`config.mk`:
```
export PLATFORM = sky130hd
export DESIGN_NAME = lcd_raster_timer
export DESIGN_NICKNAME = d
export VERILOG_FILES = /design/src/rtl/lcd_raster_pkg.sv /design/src/rtl/lcd_pix_div.sv /design/src/rtl/lcd_phase_seq.sv /design/src/rtl/lcd_raster_timer.sv
export SDC_FILE = /design/constraint.sdc
export NUM_CORES = 1
export LEC_CHECK = 0
export BUFFER_PORTS_ARGS = -buffer_cell sky130_fd_sc_hd__buf_2
export CORE_MARGIN = 2
export CORE_UTILIZATION = 29
export DETAILED_ROUTE_END_ITERATION = 7
export GPL_ROUTABILITY_DRIVEN = 0
export PLACE_DENSITY = 0.58
export SLEW_MARGIN = 20
export SYNTH_ARGS = -nofsm -noshare
export SYNTH_HDL_FRONTEND = slang
export SYNTH_HIERARCHICAL = 1
export SYNTH_SLANG_ARGS = --single-unit
```
`constraint.sdc`:
```
create_clock -name clk -period 9.4 [get_ports clk]
set_input_delay 0.47 -clock clk [delete_from_list [all_inputs] [get_ports clk]]
set_output_delay 0.47 -clock clk [all_outputs]
set_load 0.005 [all_outputs]
```
`src/rtl/lcd_raster_pkg.sv`:
```
package lcd_raster_pkg;

  // Phase codes shared by both axes; software decodes these values.
  typedef enum logic [1:0] {
    PH_SYNC   = 2'b00,
    PH_BACK   = 2'b01,
    PH_ACTIVE = 2'b10,
    PH_FRONT  = 2'b11
  } phase_e;

  // Advance to the next phase in raster order, wrapping front porch to sync.
  function automatic phase_e next_phase(input phase_e cur);
    logic [1:0] raw;
    raw = cur + 2'd1;
    return phase_e'(raw);
  endfunction

endpackage

```
`src/rtl/lcd_pix_div.sv`:
```
module lcd_pix_div #(
  parameter int DIV_W = 10
) (
  input  logic             clk,
  input  logic             rst_n,
  input  logic             run,
  input  logic [DIV_W-1:0] clkval,
  output logic             tick,
  output logic             pclk_raw
);

  // Effective divider: a field below 1 is clamped to 1.
  function automatic logic [DIV_W-1:0] eff_div(input logic [DIV_W-1:0] v);
    return (v == '0) ? DIV_W'(1) : v;
  endfunction

  // Last count of a 2*(eff+1) period is 2*eff+1.
  function automatic logic [DIV_W:0] last_count(input logic [DIV_W-1:0] v);
    return {eff_div(v), 1'b1};
  endfunction

  logic [DIV_W:0] cnt;
  logic [DIV_W:0] last;
  logic [DIV_W:0] half;

  assign last = last_count(clkval);
  assign half = {1'b0, eff_div(clkval)};

  always_ff @(posedge clk) begin
    if (!rst_n)           cnt <= '0;
    else if (!run)        cnt <= '0;
    else if (cnt == last) cnt <= '0;
    else                  cnt <= cnt + 1'b1;
  end

  assign tick     = run && (cnt == last);
  assign pclk_raw = run && (cnt > half);

endmodule

```
`src/rtl/lcd_phase_seq.sv`:
```
module lcd_phase_seq
  import lcd_raster_pkg::*;
#(
  parameter int W = 11
) (
  input  logic         clk,
  input  logic         rst_n,
  input  logic         run,
  input  logic         step,
  input  logic [W-1:0] len_sync,
  input  logic [W-1:0] len_back,
  input  logic [W-1:0] len_act,
  input  logic [W-1:0] len_front,
  output phase_e       phase,
  output logic [W-1:0] cnt,
  output logic         wrap
);

  logic [W-1:0] cur_len;
  logic         at_end;

  always_comb begin
    unique case (phase)
      PH_SYNC:   cur_len = len_sync;
      PH_BACK:   cur_len = len_back;
      PH_ACTIVE: cur_len = len_act;
      default:   cur_len = len_front;
    endcase
  end

  assign at_end = (cnt == cur_len);
  assign wrap   = step && at_end && (phase == PH_FRONT);

  always_ff @(posedge clk) begin
    if (!rst_n || !run) begin
      phase <= PH_SYNC;
      cnt   <= '0;
    end else if (step) begin
      if (at_end) begin
        phase <= next_phase(phase);
        cnt   <= '0;
      end else begin
        cnt   <= cnt + 1'b1;
      end
    end
  end

endmodule

```
`src/rtl/lcd_raster_timer.sv`:
```
module lcd_raster_timer
  import lcd_raster_pkg::*;
#(
  parameter int DIV_W    = 10,
  parameter int HSYNC_W  = 8,
  parameter int HPORCH_W = 8,
  parameter int HACT_W   = 11,
  parameter int VSYNC_W  = 6,
  parameter int VPORCH_W = 8,
  parameter int VACT_W   = 10,
  parameter int DATA_W   = 16
) (
  input  logic                clk,
  input  logic                rst_n,
  input  logic                en_i,
  input  logic [DIV_W-1:0]    clkdiv_i,
  input  logic [HSYNC_W-1:0]  hsync_len_i,
  input  logic [HPORCH_W-1:0] hback_i,
  input  logic [HPORCH_W-1:0] hfront_i,
  input  logic [HACT_W-1:0]   hactive_i,
  input  logic [VSYNC_W-1:0]  vsync_len_i,
  input  logic [VPORCH_W-1:0] vback_i,
  input  logic [VPORCH_W-1:0] vfront_i,
  input  logic [VACT_W-1:0]   vactive_i,
  input  logic                inv_hsync_i,
  input  logic                inv_vsync_i,
  input  logic                inv_de_i,
  input  logic                inv_data_i,
  input  logic                pclk_edge_i,
  input  logic [DATA_W-1:0]   data_i,
  output logic                pclk_o,
  output logic                pix_ce_o,
  output logic                hsync_o,
  output logic                vsync_o,
  output logic                de_o,
  output logic [DATA_W-1:0]   data_o,
  output logic [HACT_W-1:0]   xpos_o,
  output logic [VACT_W-1:0]   ypos_o,
  output logic [1:0]          hphase_o,
  output logic [1:0]          vphase_o,
  output logic [VACT_W-1:0]   linecnt_o
);

  localparam int CFG_W = DIV_W + HSYNC_W + 2*HPORCH_W + HACT_W
                       + VSYNC_W + 2*VPORCH_W + VACT_W;

  // Shadow configuration, captured at start and at frame end.
  logic [DIV_W-1:0]    sh_div;
  logic [HSYNC_W-1:0]  sh_hs;
  logic [HPORCH_W-1:0] sh_hb;
  logic [HPORCH_W-1:0] sh_hf;
  logic [HACT_W-1:0]   sh_ha;
  logic [VSYNC_W-1:0]  sh_vs;
  logic [VPORCH_W-1:0] sh_vb;
  logic [VPORCH_W-1:0] sh_vf;
  logic [VACT_W-1:0]   sh_va;
  logic                run_q;

  // Named internal events.
  logic                pix_tick;
  logic                pclk_raw;
  logic                line_wrap;
  logic                frame_wrap;
  logic                shadow_load;
  logic [CFG_W-1:0]    cfg_bundle;
  phase_e              h_phase;
  phase_e              v_phase;
  logic [HACT_W-1:0]   h_cnt;
  logic [VACT_W-1:0]   v_cnt;
  logic                h_act;
  logic                v_act;
  logic                de_raw;

  assign shadow_load = !run_q || frame_wrap;
  assign cfg_bundle  = {sh_div, sh_hs, sh_hb, sh_hf, sh_ha,
                        sh_vs, sh_vb, sh_vf, sh_va};

  always_ff @(posedge clk) begin
    if (!rst_n) begin
      run_q  <= 1'b0;
      sh_div <= '0;
      sh_hs  <= '0;
      sh_hb  <= '0;
      sh_hf  <= '0;
      sh_ha  <= '0;
      sh_vs  <= '0;
      sh_vb  <= '0;
      sh_vf  <= '0;
      sh_va  <= '0;
    end else begin
      run_q <= en_i;
      if (shadow_load) begin
        sh_div <= clkdiv_i;
        sh_hs  <= hsync_len_i;
        sh_hb  <= hback_i;
        sh_hf  <= hfront_i;
        sh_ha  <= hactive_i;
        sh_vs  <= vsync_len_i;
        sh_vb  <= vback_i;
        sh_vf  <= vfront_i;
        sh_va  <= vactive_i;
      end
    end
  end

  lcd_pix_div #(.DIV_W(DIV_W)) u_div (
    .clk      (clk),
    .rst_n    (rst_n),
    .run      (en_i),
    .clkval   (sh_div),
    .tick     (pix_tick),
    .pclk_raw (pclk_raw)
  );

  lcd_phase_seq #(.W(HACT_W)) u_hseq (
    .clk       (clk),
    .rst_n     (rst_n),
    .run       (en_i),
    .step      (pix_tick),
    .len_sync  (HACT_W'(sh_hs)),
    .len_back  (HACT_W'(sh_hb)),
    .len_act   (sh_ha),
    .len_front (HACT_W'(sh_hf)),
    .phase     (h_phase),
    .cnt       (h_cnt),
    .wrap      (line_wrap)
  );

  lcd_phase_seq #(.W(VACT_W)) u_vseq (
    .clk       (clk),
    .rst_n     (rst_n),
    .run       (en_i),
    .step      (line_wrap),
    .len_sync  (VACT_W'(sh_vs)),
    .len_back  (VACT_W'(sh_vb)),
    .len_act   (sh_va),
    .len_front (VACT_W'(sh_vf)),
    .phase     (v_phase),
    .cnt       (v_cnt),
    .wrap      (frame_wrap)
  );

  assign h_act  = (h_phase == PH_ACTIVE);
  assign v_act  = (v_phase == PH_ACTIVE);
  assign de_raw = h_act && v_act;

  // Panel outputs, forced to 0 while disabled.
  assign pclk_o   = en_i && (pclk_raw ^ pclk_edge_i);
  assign pix_ce_o = pix_tick;
  assign hsync_o  = en_i && ((h_phase == PH_SYNC) ^ inv_hsync_i);
  assign vsync_o  = en_i && ((v_phase == PH_SYNC) ^ inv_vsync_i);
  assign de_o     = en_i && (de_raw ^ inv_de_i);
  assign data_o   = (en_i && de_raw) ? (data_i ^ {DATA_W{inv_data_i}}) : '0;

  // Status outputs.
  assign xpos_o    = h_act ? h_cnt : '0;
  assign ypos_o    = v_act ? v_cnt : '0;
  assign hphase_o  = h_phase;
  assign vphase_o  = v_phase;
  assign linecnt_o = v_act ? (sh_va - v_cnt) : '0;

endmodule

```
; After elaboration in Yosys (flattened, before gate mapping)
; Cells that the tools add are included.
[word_totals]
reg_bits = 114
elab_cells = 70
out_inout_bits = 56
[op_classes]
n_addsub = 6
n_reduce_logical = 23
order_cmp = 1
bitwise = 7
n_eq_ne = 9
mux = 9
[ops]
columns = operator, n
row1 = $mux 10, 4
row2 = $pmux 11 s3, 1
row3 = $pmux 10 s3, 1
row4 = $add 11x1->11 const B, 2
row5 = $eq 11x11->1, 2
row6 = $mux 11, 2
row7 = $mux 16, 1
row8 = $xor 16x16->16, 1
row9 = $logic_and 1x1->1, 12
row10 = $gt 11x10->1, 1
row11 = $add 10x1->10 const B, 1
row12 = $eq 10x10->1, 1
row13 = $logic_not 10->1, 1
row14 = $sub 10x10->10, 1
row15 = $eq 2x2->1 const B, 4
row16 = $add 2x1->2 const B, 2
row17 = $eq 2x1->1 const B, 2
row18 = $logic_not 2->1, 2
row19 = $reduce_and 2->1, 2
row20 = $xor 1x1->1, 4
row21 = $logic_not 1->1, 3
row22 = $reduce_or 3->1, 1
row23 = $logic_or 1x1->1, 2
row24 = $not 1->1, 2

; Logic depth before layout (Yosys ltp)
; Gate-level depths: netlist of the first run.
[depth]
word_depth = 9
ltp_mapped = 19
mapped_depth_nobuf = 14

; Modules after synthesis
; Netlist of the first run, hierarchy kept.
[modules_own_cells]
columns = module, seq_area_each_um2, area_per_inst_um2, cells_per_inst, instances
row1 = lcd_raster_timer, 1561.5, 3742.3, 480, 1
row2 = lcd_phase_seq at u_hseq, 260.2, 1091.0, 126, 1
row3 = lcd_phase_seq at u_vseq, 240.2, 1009.7, 115, 1
row4 = lcd_pix_div, 220.2, 892.1, 108, 1

; Worst setup path before layout of the first run
; OpenSTA, ideal clock, no wires.
[synth_timing]
path_kind = register to register
start = register sh_div[8]
end = register sh_ha[0]
period_less_slack_ns = 4.278
setup_ns = 0.076
path_slack_ns = 5.122
path_stages_with_launch = 18
t_required_ns = 9.324
t_arrival_ns = 4.203
path_buffers = 4
cell_sequence = dfxtp_1 > nor3_4 > o2111ai_1 > or3_1 > nor3b_1 > inv_1 > nor4_4 > buf_6 > and2_1 > inv_1 > nor4_4 > and2_1 > nand2b_1 > buf_2 > buf_2 > clkbuf_1 > nand2_1 > a21boi_0
[synth_via]
elab_chain_len = 9
[synth_lines]
columns = item, line_no
row1 = start: declaration, lcd_raster_timer.sv:48  ; logic [DIV_W-1:0] sh_div;
row2 = start signal: assignment, lcd_raster_timer.sv:93  ; sh_div <= clkdiv_i;
row3 = $logic_not 10->1, lcd_pix_div.sv:14  ; return (v == '0) ? DIV_W'(1) : v;
row4 = $mux 10 (*), lcd_pix_div.sv:14
row5 = $eq 11x11->1 (*), lcd_pix_div.sv:36  ; assign tick = run && (cnt == last);
row6 = $logic_and 1x1->1 (*), lcd_pix_div.sv:36
row7 = via pix_ce_o, lcd_raster_timer.sv:32  ; output logic pix_ce_o,
row8 = $logic_and 1x1->1 (*) (2 in series), lcd_phase_seq.sv:32  ; assign wrap = step && at_end && (phase == PH_FRONT);
row9 = via line_wrap, lcd_raster_timer.sv:62  ; logic line_wrap;
row10 = $logic_and 1x1->1 (*) (2 in series), lcd_phase_seq.sv:32
row11 = via frame_wrap, lcd_raster_timer.sv:63  ; logic frame_wrap;
row12 = $logic_or 1x1->1 (*), lcd_raster_timer.sv:74  ; assign shadow_load = !run_q || frame_wrap;
row13 = end signal: assignment, lcd_raster_timer.sv:97  ; sh_ha <= hactive_i;
row14 = end: declaration, lcd_raster_timer.sv:52  ; logic [HACT_W-1:0] sh_ha;
; Mark *: on every way through the listed nets, which the timed path passes. The rest lies on a longest branch.
; A chain may end at the register's enable or synchronous reset.

; Worst setup path after layout of the first run
[layout_timing]
start = register sh_div[8]
end = register sh_hb[7]
[layout_via]
elab_chain_len = 9
[layout_lines]
columns = item, line_no
row1 = $logic_not 10->1, lcd_pix_div.sv:14
row2 = $mux 10 (*), lcd_pix_div.sv:14
row3 = $eq 11x11->1 (*), lcd_pix_div.sv:36
row4 = $logic_and 1x1->1 (*), lcd_pix_div.sv:36
row5 = $logic_and 1x1->1 (*) (2 in series), lcd_phase_seq.sv:32
row6 = via line_wrap, lcd_raster_timer.sv:62
row7 = $logic_and 1x1->1 (*) (2 in series), lcd_phase_seq.sv:32
row8 = via frame_wrap, lcd_raster_timer.sv:63
row9 = $logic_or 1x1->1 (*), lcd_raster_timer.sv:74
row10 = end signal: assignment, lcd_raster_timer.sv:95  ; sh_hb <= hback_i;
row11 = end: declaration, lcd_raster_timer.sv:50  ; logic [HPORCH_W-1:0] sh_hb;
; Marked as above.

==> results of run 1 <==
## cell type report
cell class / count / area, µm² / share of cell area
clock buffer: 21 / 460 / 0.0549
clock inverter: 10 / 181 / 0.0216
timing repair buffer: 159 / 803 / 0.0958
inverter: 54 / 203 / 0.0242
sequential: 114 / 2280 / 0.272
multi-input combinational: 632 / 4100 / 0.489
tap: 285 / 357 / 0.0425
## metal layers
| layer | global-route usage | up-vias | wire (µm) |
|---|---|---|---|
| met5 | 0 | - | 0 |
| li1 | - | 3093 | - |
| met1 | 0.212 | 2805 | 9190 |
| met2 | 0.248 | 129 | 8610 |
| met3 | 0.0343 | 14 | 849 |
| met4 | 0.0419 | 0 | 231 |
## synth_stat cells (3+ instances only)
cell type	instances	area share
a211oi_1	3	0.0033
a21boi_0	67	0.075
a21boi_1	12	0.013
a21oi_1	14	0.010
a222oi_1	21	0.031
and2_1	18	0.017
and3_1	6	0.0056
buf_2	11	0.0082
buf_6	5	0.0084
clkbuf_1	28	0.016
dfxtp_1	114	0.34
ha_1	32	0.059
inv_1	54	0.030
mux2i_1	25	0.037
nand2_1	177	0.099
nand2b_1	4	0.0037
nand3_1	21	0.016
nand4_1	13	0.012
nor2_1	48	0.027
nor2b_1	8	0.0074
nor3_1	20	0.015
o21a_1	3	0.0033
o21ai_0	9	0.0067
o311ai_0	4	0.0052
or3_1	5	0.0046
xnor2_1	53	0.069
xor2_1	19	0.025
## cell families (layout without fill, tap and decap cells)
| group | count (synthesis) | in the layout | share of synthesized area |
|---|---|---|---|
| adder cells (fa/ha/maj) | 33 | 33 | 0.0624 |
| AO/OA/AOI/OAI | 152 | 152 | 0.173 |
| buffers and inverters | 99 | 244 | 0.0628 |
| flip-flops | 114 | 114 | 0.339 |
| AND/OR/NAND/NOR | 331 | 331 | 0.227 |
| XOR/XNOR | 74 | 74 | 0.0985 |
| other | 1 | 17 | 0.000557 |
| multiplexers | 25 | 25 | 0.0372 |
## worst paths after layout
kind / slack [ns] / start / end / cells past startpoint
max: 3.66 / sh_div[8] / sh_hb[7] / 14
min: 0.30 / vback_i[2] / sh_vb[2] / 3
min reg2reg: 0.45 / sh_hf[1] / sh_hf[1] / 2
max reg2reg: 3.66 / sh_div[8] / sh_hb[7] / 14
## sequential cells by signal (all words and copies together), names as in the netlist, 10 cells and up
| signal | cells |
|---|---|
| sh_div | 10 |
| sh_ha | 11 |
| sh_va | 10 |
| u_div/cnt | 11 |
| u_hseq/cnt | 11 |
| u_vseq/cnt | 10 |
## where the power goes
group	switching, mW	internal, mW
Sequential	0.0161	0.505
Clock	0.225	0.481
Combinational	0.0744	0.0655
Total	0.316	1.05
## metrics by stage
stage / area (µm²) / setup slack [ns] / total power [mW] / util
floorplan: 6800 / 5.12 / 0.621 / -
global placement: 7740 / 3.67 / 0.670 / 0.341
detailed placement: 7740 / 3.62 / 0.671 / 0.341
CTS: 8390 / 3.59 / 1.38 / 0.369
global route: 8390 / 2.95 / 1.42 / 0.369
finish: 8390 / 3.66 / 1.37 / 0.369
## critical path, stage by stage (launching register included)
cell and delay, ns:
dfxtp_1 0.37, nor3_4 0.24, o2111ai_1 0.13, or3_1 0.44, nor3b_1 0.77, inv_1 0.27
nor4_4 0.68, and2_1 0.32, inv_1 0.13, nor4_4 0.64, and2_1 0.28, nand2b_2 0.53
buf_4 0.54, nand2_1 0.14, a21boi_0 0.17
==> results.toml, run 1 <==
[final_layout]
fill_cells = 2367
syn2layout_area_growth_pct = 24.5
finalNetCount = 1112
layout-drive-gt1-share = 0.206
final_common_cell = "nand2_1"
num_antenna_cells = 0
stdcell_count = 1275
final_cell_mix = "nand2_1, buf_2, dfxtp_1"

[timing]
max-slew-margin-rel = 0.380
fmax_mhz = 174
tns_ns = 0
timing.final.crit_share = 0.611
finalSetupViolCount = 0
worst-slew-pin-transition_ns = 0.928
fin_worst_skew_ns = 0.00876
rsz0062_at_grt = "false"
finalHoldViolCount = 0
min_period_ns = 5.74
finalMaxSlewViolations = 0
whs_ns = 0.297

[cts]
cts_tree = "built"
holdBufCountCts = 0
insertion_delay_ns = 0.42
numCtsBuffers = 17
clockBufferDepth = 2
clockRootBuffer = "clkbuf_16"
htreeDepth = 4
postCtsSetupBuffers = 0
ctsResizeCount = 0
cts.sinks = 114
clkTransAtPathRegs_ns = 0.06

[detailed_routing]
drt-pass1-iter-count = 5
avgViaCountPerCell = 4.74
post_drt_wl_per_cell_um = 14.8
antenna_left = 0
drc = 0
wl_um = 18900
vias = 6041
dr.first_iter.drc_count = 396

[logic_synthesis]
avgSynthCellArea_um2 = 8.12
ys_types = 55
ys_seq_elements = 114
syn_area_um2 = 6740
syn-instance-count = 829
synth_seq_area_share = 0.339
ys.flop_type = "dfxtp_1"
synth_edf_count = 0
async_reset_ff_frac = 0
yosys_warnings = 6

[critical_path]
startpoint_type = "flop"
crit_path_max_fanout = 47
crit_path_end_kind = "flop"
required_ns = 9.74
crit_arrival_ns = 6.08
path_class = "flop to flop"

[floorplanning]
die-area_um2 = 24500
initial_core_util = 0.297
core_area_um2 = 22700
rows = 55
num_io_pins = 157
die_y_um = 156
chipWidth_um = 156

[global_route]
track_usage = 0.155
antenna_found_initial = 0
grt_max_degree = 90
first_global_vias = 5778
overflow = 0
grt_pass1_wl_um = 30100

[pwr]
leakagePower_nw = 3.50
irDropWorstVdd_v = 0.000130
powerDensity_nw_per_um2 = 163

[status]
outcome = "complete, no violations"

[placed_design]
placed_cells = 1244
hpwl_um = 14000
io_buffer_count = 156

[hold_path]
hold_path_class = "primary input to flop"

[flow_run]
max_cap_viol_count = 0
Power figures use the tool's default switching activity.
==> run 2: changes to the inputs <==
==> constraint.sdc (replaced) <==
create_clock -name clk -period 5.65 [get_ports clk]
set_input_delay 0.2825 -clock clk [delete_from_list [all_inputs] [get_ports clk]]
set_output_delay 0.2825 -clock clk [all_outputs]
set_load 0.005 [all_outputs]
==> run 2 against run 1 <==
Against the previous run: maximum frequency is 24% higher; critical endpoint is now sh_ha[2]; critical path type unchanged; final cell count increased by 0.31%; die area stayed put; utilization up 0.18 points; clock skew is 0.00086 ns lower; final area increased by 0.49%.
==> results.toml, run 2 (synthesized netlist as in run 1, its figures left out) <==
[status]
outcome = "complete, no violations"

[final_layout]
multi_input_area_um2 = 4100
num_antenna_cells = 0
seq_area_um2 = 2280
finalNetCount = 1115
layout-drive-gt1-share = 0.211
final_cell_mix = "nand2_1, buf_2, dfxtp_1"
reg_top3 = "sh_ha x11, u_div/cnt x11, u_hseq/cnt x11"
final_common_cell = "nand2_1"
fill_cells = 2371
syn2layout_area_growth_pct = 25.1

[critical_path]
r2r-start = "u_hseq/phase[0]"
crit_path_max_fanout = 61
crit_path_start = "u_hseq/phase[0]"
reg2reg_to = "sh_ha[2]"
crit_arrival_ns = 4.95
required_ns = 5.97
rrSetupSlack_ns = 1.02
worstRegToRegCells = 15
crit_path_cell_trace = "inv_1 -> ha_1 -> a222oi_1 -> mux2i_1 -> xnor2_1 -> nand4_2 -> nor4_4 -> and2_1 -> inv_1 -> nor4_4 -> and2_1 -> nand2b_2 -> buf_12 -> nand2_1 -> a21boi_0"
startpoint_type = "flop"
path_class = "flop to flop"
crit_path_end_kind = "flop"
slowest_delay_ns = 0.63
slowest_stage = "nor4_4"
critical-path-top-delay-family = "simple AND/OR/NAND/NOR gates"
critPathBufInv = 3

[detailed_routing]
post_drt_wl_per_cell_um = 14.7
wl_um = 18800
antenna_left = 0
avgViaCountPerCell = 4.80
vias = 6134
drc = 0
dr.first_iter.drc_count = 462
drt-pass1-iter-count = 5

[hold_path]
hold_end = "sh_vf[2]"
holdPathStages = 3
hold_path_class = "primary input to flop"
min_from = "vfront_i[2]"

[global_route]
track_usage = 0.154
overflow = 0
grt_pass1_wl_um = 30000
first_global_vias = 5835
grt_max_degree = 62
antenna_found_initial = 0

[pwr]
switching_share = 0.240
switchingPower_uw = 541
p_clk_frac = 0.511
power_frac_seq = 0.385
powerDensity_nw_per_um2 = 267
p_int_mw = 1.71
irDropWorstVdd_v = 0.000206
leakagePower_nw = 3.53
combPwrFrac = 0.105

[floorplanning]
initial_core_util = 0.297
rows = 55
chipWidth_um = 156
num_io_pins = 157
die-area_um2 = 24500
die_y_um = 156
core_area_um2 = 22700

[flow_run]
max_cap_viol_count = 0

[cts]
clockBufferDepth = 2
htreeDepth = 4
clkTransAtPathRegs_ns = 0.06
cts_tree = "built"
insertion_delay_ns = 0.41
postCtsSetupBuffers = 0
numCtsBuffers = 17
ctsResizeCount = 0
holdBufCountCts = 0
cts.sinks = 114
clockRootBuffer = "clkbuf_16"

[timing]
tns_ns = 0
worst-slew-pin-transition_ns = 0.801
finalMaxSlewViolations = 0
finalSetupViolCount = 0
finalHoldViolCount = 0
rsz0062_at_grt = "false"
fin_worst_skew_ns = 0.00790
max-slew-margin-rel = 0.466
whs_ns = 0.111
fmax_mhz = 216
min_period_ns = 4.63
timing.final.crit_share = 0.819

[placed_design]
io_buffer_count = 156
hpwl_um = 13900
==> run 2: worst max path at each step <==
| stage | slack, ns | endpoint | cells after the start |
|---|---|---|---|
| 2_1_floorplan | 1.37 | sh_ha[0] | 17 |
| 3_3_place_gp | 1.24 | sh_hf[7] | 15 |
| 3_5_place_dp | 1.08 | sh_hf[7] | 15 |
| 4_1_cts | 1.03 | sh_hf[7] | 15 |
| 5_1_grt | 0.60 | sh_ha[8] | 15 |
| 6_report | 1.02 | sh_ha[2] | 15 |
==> run 2: cell type report <==
type,count,area share
multi-input cells,632,0.486
clock inverters,13,0.0217
clock buffers,19,0.0537
inverters,54,0.0240
repair buffers,162,0.101
well taps,285,0.0423
flip-flops and latches,114,0.271
==> run 2: power by group through the flow <==
stage | logic, mW | clock network, mW | registers, mW
2_1_floorplan | 0.158 | 0 | 0.874
3_3_place_gp | 0.234 | 0 | 0.884
3_5_place_dp | 0.236 | 0 | 0.884
4_1_cts | 0.238 | 1.17 | 0.867
5_1_grt | 0.265 | 1.22 | 0.871
6_report | 0.236 | 1.15 | 0.867
==> run 2: tightest hold or removal path, stage by stage <==
cell      delay [ns]
buf_2           0.09
nand2_1         0.05
a21boi_1        0.05
==> run 2: routing by layer <==
layer  global-route usage  wire length [µm]  up-vias
li1                     -                 -     3098
met3               0.0271               843       10
met4               0.0433               204        0
met1                0.202              8790     2856
met5                    0                 0        -
met2                0.259              8960      170
==> run 2: metrics by stage <==
step,power [mW],area (µm²),utilization,setup WS (ns),cells
floorplan,1.03,6800,-,1.37,845
global placement,1.12,7790,0.343,1.24,1247
detailed placement,1.12,7790,0.343,1.08,1247
CTS,2.28,8430,0.371,1.03,1279
global route,2.35,8430,0.371,0.597,1279
finish,2.25,8430,0.371,1.02,1279
==> run 3: changes to the inputs <==
--- a/config.mk
+++ b/config.mk
@@ -5,12 +5,13 @@
 export SDC_FILE = /design/constraint.sdc
 export NUM_CORES = 1
 export LEC_CHECK = 0
+export ABC_AREA = 1
 export BUFFER_PORTS_ARGS = -buffer_cell sky130_fd_sc_hd__buf_2
 export CORE_MARGIN = 2
 export CORE_UTILIZATION = 29
 export DETAILED_ROUTE_END_ITERATION = 7
 export GPL_ROUTABILITY_DRIVEN = 0
-export PLACE_DENSITY = 0.58
+export PLACE_DENSITY = 0.6
 export SLEW_MARGIN = 20
 export SYNTH_ARGS = -nofsm -noshare
 export SYNTH_HDL_FRONTEND = slang
==> constraint.sdc (replaced) <==
create_clock -name clk -period 3.8 [get_ports clk]
set_input_delay 0.19 -clock clk [delete_from_list [all_inputs] [get_ports clk]]
set_output_delay 0.19 -clock clk [all_outputs]
set_load 0.005 [all_outputs]
==> run 3 against run 2 <==
Against the previous run: setup slack got worse by 0.69 ns; utilization decreased by 0.41 points; sequential share of layout area decreased by 1.6 points; largest power group unchanged; global-route usage increased by 0.80 points; clock skew increased by 0.00075 ns; synthesized cell count increased by 36%; hold slack got worse by 0.089 ns.
==> results.toml, run 3 <==
[hold_path]
hold_path_class = "primary input to flop"
hold_end = "sh_hb[7]"
holdPathStages = 3
min_from = "hback_i[7]"

[cts]
cts_tree = "built"
insertion_delay_ns = 0.41
numCtsBuffers = 17
htreeDepth = 4
postCtsSetupBuffers = 0
cts.sinks = 114
clockBufferDepth = 2
clkTransAtPathRegs_ns = 0.05
clockRootBuffer = "clkbuf_16"

[global_route]
antenna_found_initial = 0
track_usage = 0.162
grt_pass1_wl_um = 34000
met1_usage = 0.200
overflow = 0
met3_usage = 0.0319
grt-busiest-layer = "met2"
grt_max_degree = 80
use_met2 = 0.280
first_global_vias = 6906

[critical_path]
r2r-start = "u_hseq/phase[0]"
reg2reg_to = "u_vseq/cnt[9]"
crit_path_max_fanout = 12
worstRegToRegCells = 20
startpoint_type = "flop"
path_class = "flop to flop"
rrSetupSlack_ns = 0.34
slowest_stage = "dfxtp_1"
crit_arrival_ns = 3.77
cpMostUsedCell = "nand2_1"
crit_path_end_kind = "flop"
crit_path_cell_trace = "inv_1 -> ha_1 -> nand2_1 -> nand3_1 -> nand2_1 -> nand2_1 -> nand2_1 -> nand2_1 -> nor2_1 -> nand2_1 -> nor2_4 -> nand3_4 -> nor2_2 -> buf_4 -> inv_1 -> nor4_1 -> nand2_1 -> nor3_1 -> xnor2_1 -> nor2_1"
required_ns = 4.10
slowest_delay_ns = 0.47

[detailed_routing]
drc = 0
drt-pass1-iter-count = 5
dr.first_iter.drc_count = 306
wl_um = 21000
avgViaCountPerCell = 4.46
antenna_left = 0
vias = 7268
post_drt_wl_per_cell_um = 12.9

[pwr]
power_frac_seq = 0.385
p_clk_frac = 0.506
p_int_mw = 2.55
leakagePower_nw = 4.34
switchingPower_uw = 846
powerDensity_nw_per_um2 = 379
combPwrFrac = 0.110
irDropWorstVdd_v = 0.000207
switching_share = 0.249

[status]
outcome = "complete, no violations"

[final_layout]
finalNetCount = 1428
fin_area_um2 = 8950
final_cell_mix = "nand2_1, nor2_1, buf_2"
stdcell_count = 1631
reg_top3 = "sh_ha x11, u_div/cnt x11, u_hseq/cnt x11"
syn2layout_area_growth_pct = 24.0
fill_cells = 2672
final_common_cell = "nand2_1"
num_antenna_cells = 0
layout-drive-gt1-share = 0.176

[timing]
timing.final.ws_setup_ns = 0.335
fmax_mhz = 289
finalSetupViolCount = 0
rsz0062_at_grt = "false"
max-slew-margin-rel = 0.540
finalHoldViolCount = 0
timing.final.crit_share = 0.912
min_period_ns = 3.46
worst-slew-pin-transition_ns = 0.690
fin_worst_skew_ns = 0.00865
tns_ns = 0
finalMaxSlewViolations = 0

[logic_synthesis]
synth_edf_count = 0
yosysTopAreaCell = "dfxtp_1"
syn_area_um2 = 7220
async_reset_ff_frac = 0
yosys-top-cells-count = "nand2_1, nor2_1, inv_1"
syn-instance-count = 1131
ys.flop_type = "dfxtp_1"
ys_top_cells_by_area = "dfxtp_1, nand2_1, nor2_1, inv_1, ha_1"
ys_seq_elements = 114
synth_seq_area_share = 0.316
synth_top_area_frac = 0.316
ys_types = 39
avgSynthCellArea_um2 = 6.39
yosys_warnings = 6

[flow_run]
max_cap_viol_count = 0

[floorplanning]
die_y_um = 162
die-area_um2 = 26200
initial_core_util = 0.296
rows = 57
chipWidth_um = 162
core_area_um2 = 24400
num_io_pins = 157

[placed_design]
hpwl_um = 16100
io_buffer_count = 156
placed_cell_area_um2 = 8290
pre_cts_ws_ns = 0.301
placed_cells = 1597
-- run 3: logic make-up after synthesis --
family | after synthesis | share of synthesized area
flops | 114 | 0.316
buf+inv | 173 | 0.108
other cells | 1 | 0.000519
xor+xnor | 43 | 0.0521
compound gates | 128 | 0.0910
simple gates | 639 | 0.375
fa+ha+maj | 33 | 0.0582
-- run 3: critical path: cells and delay by family (launching register included) --
family                     cells  cell delay [ns]
adders and majority gates      1             0.38
xor gates and xnor gates       1             0.14
buffers and inverters          3             0.40
DFF                            1             0.47
and+or+nand+nor               15             1.95
-- run 3: power by group through the flow --
stage	Combinational [mW]	Sequential [mW]	Clock (mW)
floorplan	0.266	1.31	0
finish	0.372	1.30	1.72
CTS	0.375	1.30	1.75
detailed placement	0.371	1.33	0
global route	0.435	1.31	1.81
global placement	0.365	1.33	0
-- run 3: layer usage --
metal	wire [µm]	share of wire	vias up
li1	-	-	3847
met1	9520	0.45	3232
met2	10100	0.48	162
met3	989	0.047	27
met4	430	0.020	0
met5	0	0	-
-- run 3: cell type report --
cell class / count / area [µm²] / share of cell area
multi-input cells: 863 / 4240 / 0.474
flip-flops and latches: 114 / 2280 / 0.255
repair buffers: 167 / 893 / 0.0998
inverters: 131 / 492 / 0.0549
clock buffers: 20 / 457 / 0.0510
well taps: 324 / 405 / 0.0453
clock inverters: 12 / 181 / 0.0203
-- run 3: repair_timing --
item                       4_1_cts  5_1_grt
hold buffers                     2        0
setup endpoints to repair        0       67
hold endpoints to repair         2        0
gates resized for setup          0        3
-- run 3: worst max-delay path by stage --
stage                                from       endpoint  slack (ns)
final                     u_hseq/phase[0]  u_vseq/cnt[9]        0.34
after global routing      u_hseq/phase[0]  u_vseq/cnt[9]        0.02
after CTS                 u_hseq/phase[0]  u_vseq/cnt[9]        0.26
after detailed placement  u_hseq/phase[0]  u_vseq/cnt[9]        0.30
after global placement    u_hseq/phase[0]       sh_vb[5]        0.46
after floorplan           u_hseq/phase[0]  u_vseq/cnt[9]        0.94
-- run 3: stage by stage --
stage | utilization | power [mW] | hold slack [ns]
2_1_floorplan | - | 1.58 | 0.283
3_3_place_gp | 0.340 | 1.69 | 0.429
3_5_place_dp | 0.340 | 1.70 | 0.436
4_1_cts | 0.367 | 3.43 | 0.00127
5_1_grt | 0.367 | 3.56 | 0.0119
6_report | 0.367 | 3.39 | 0.0213
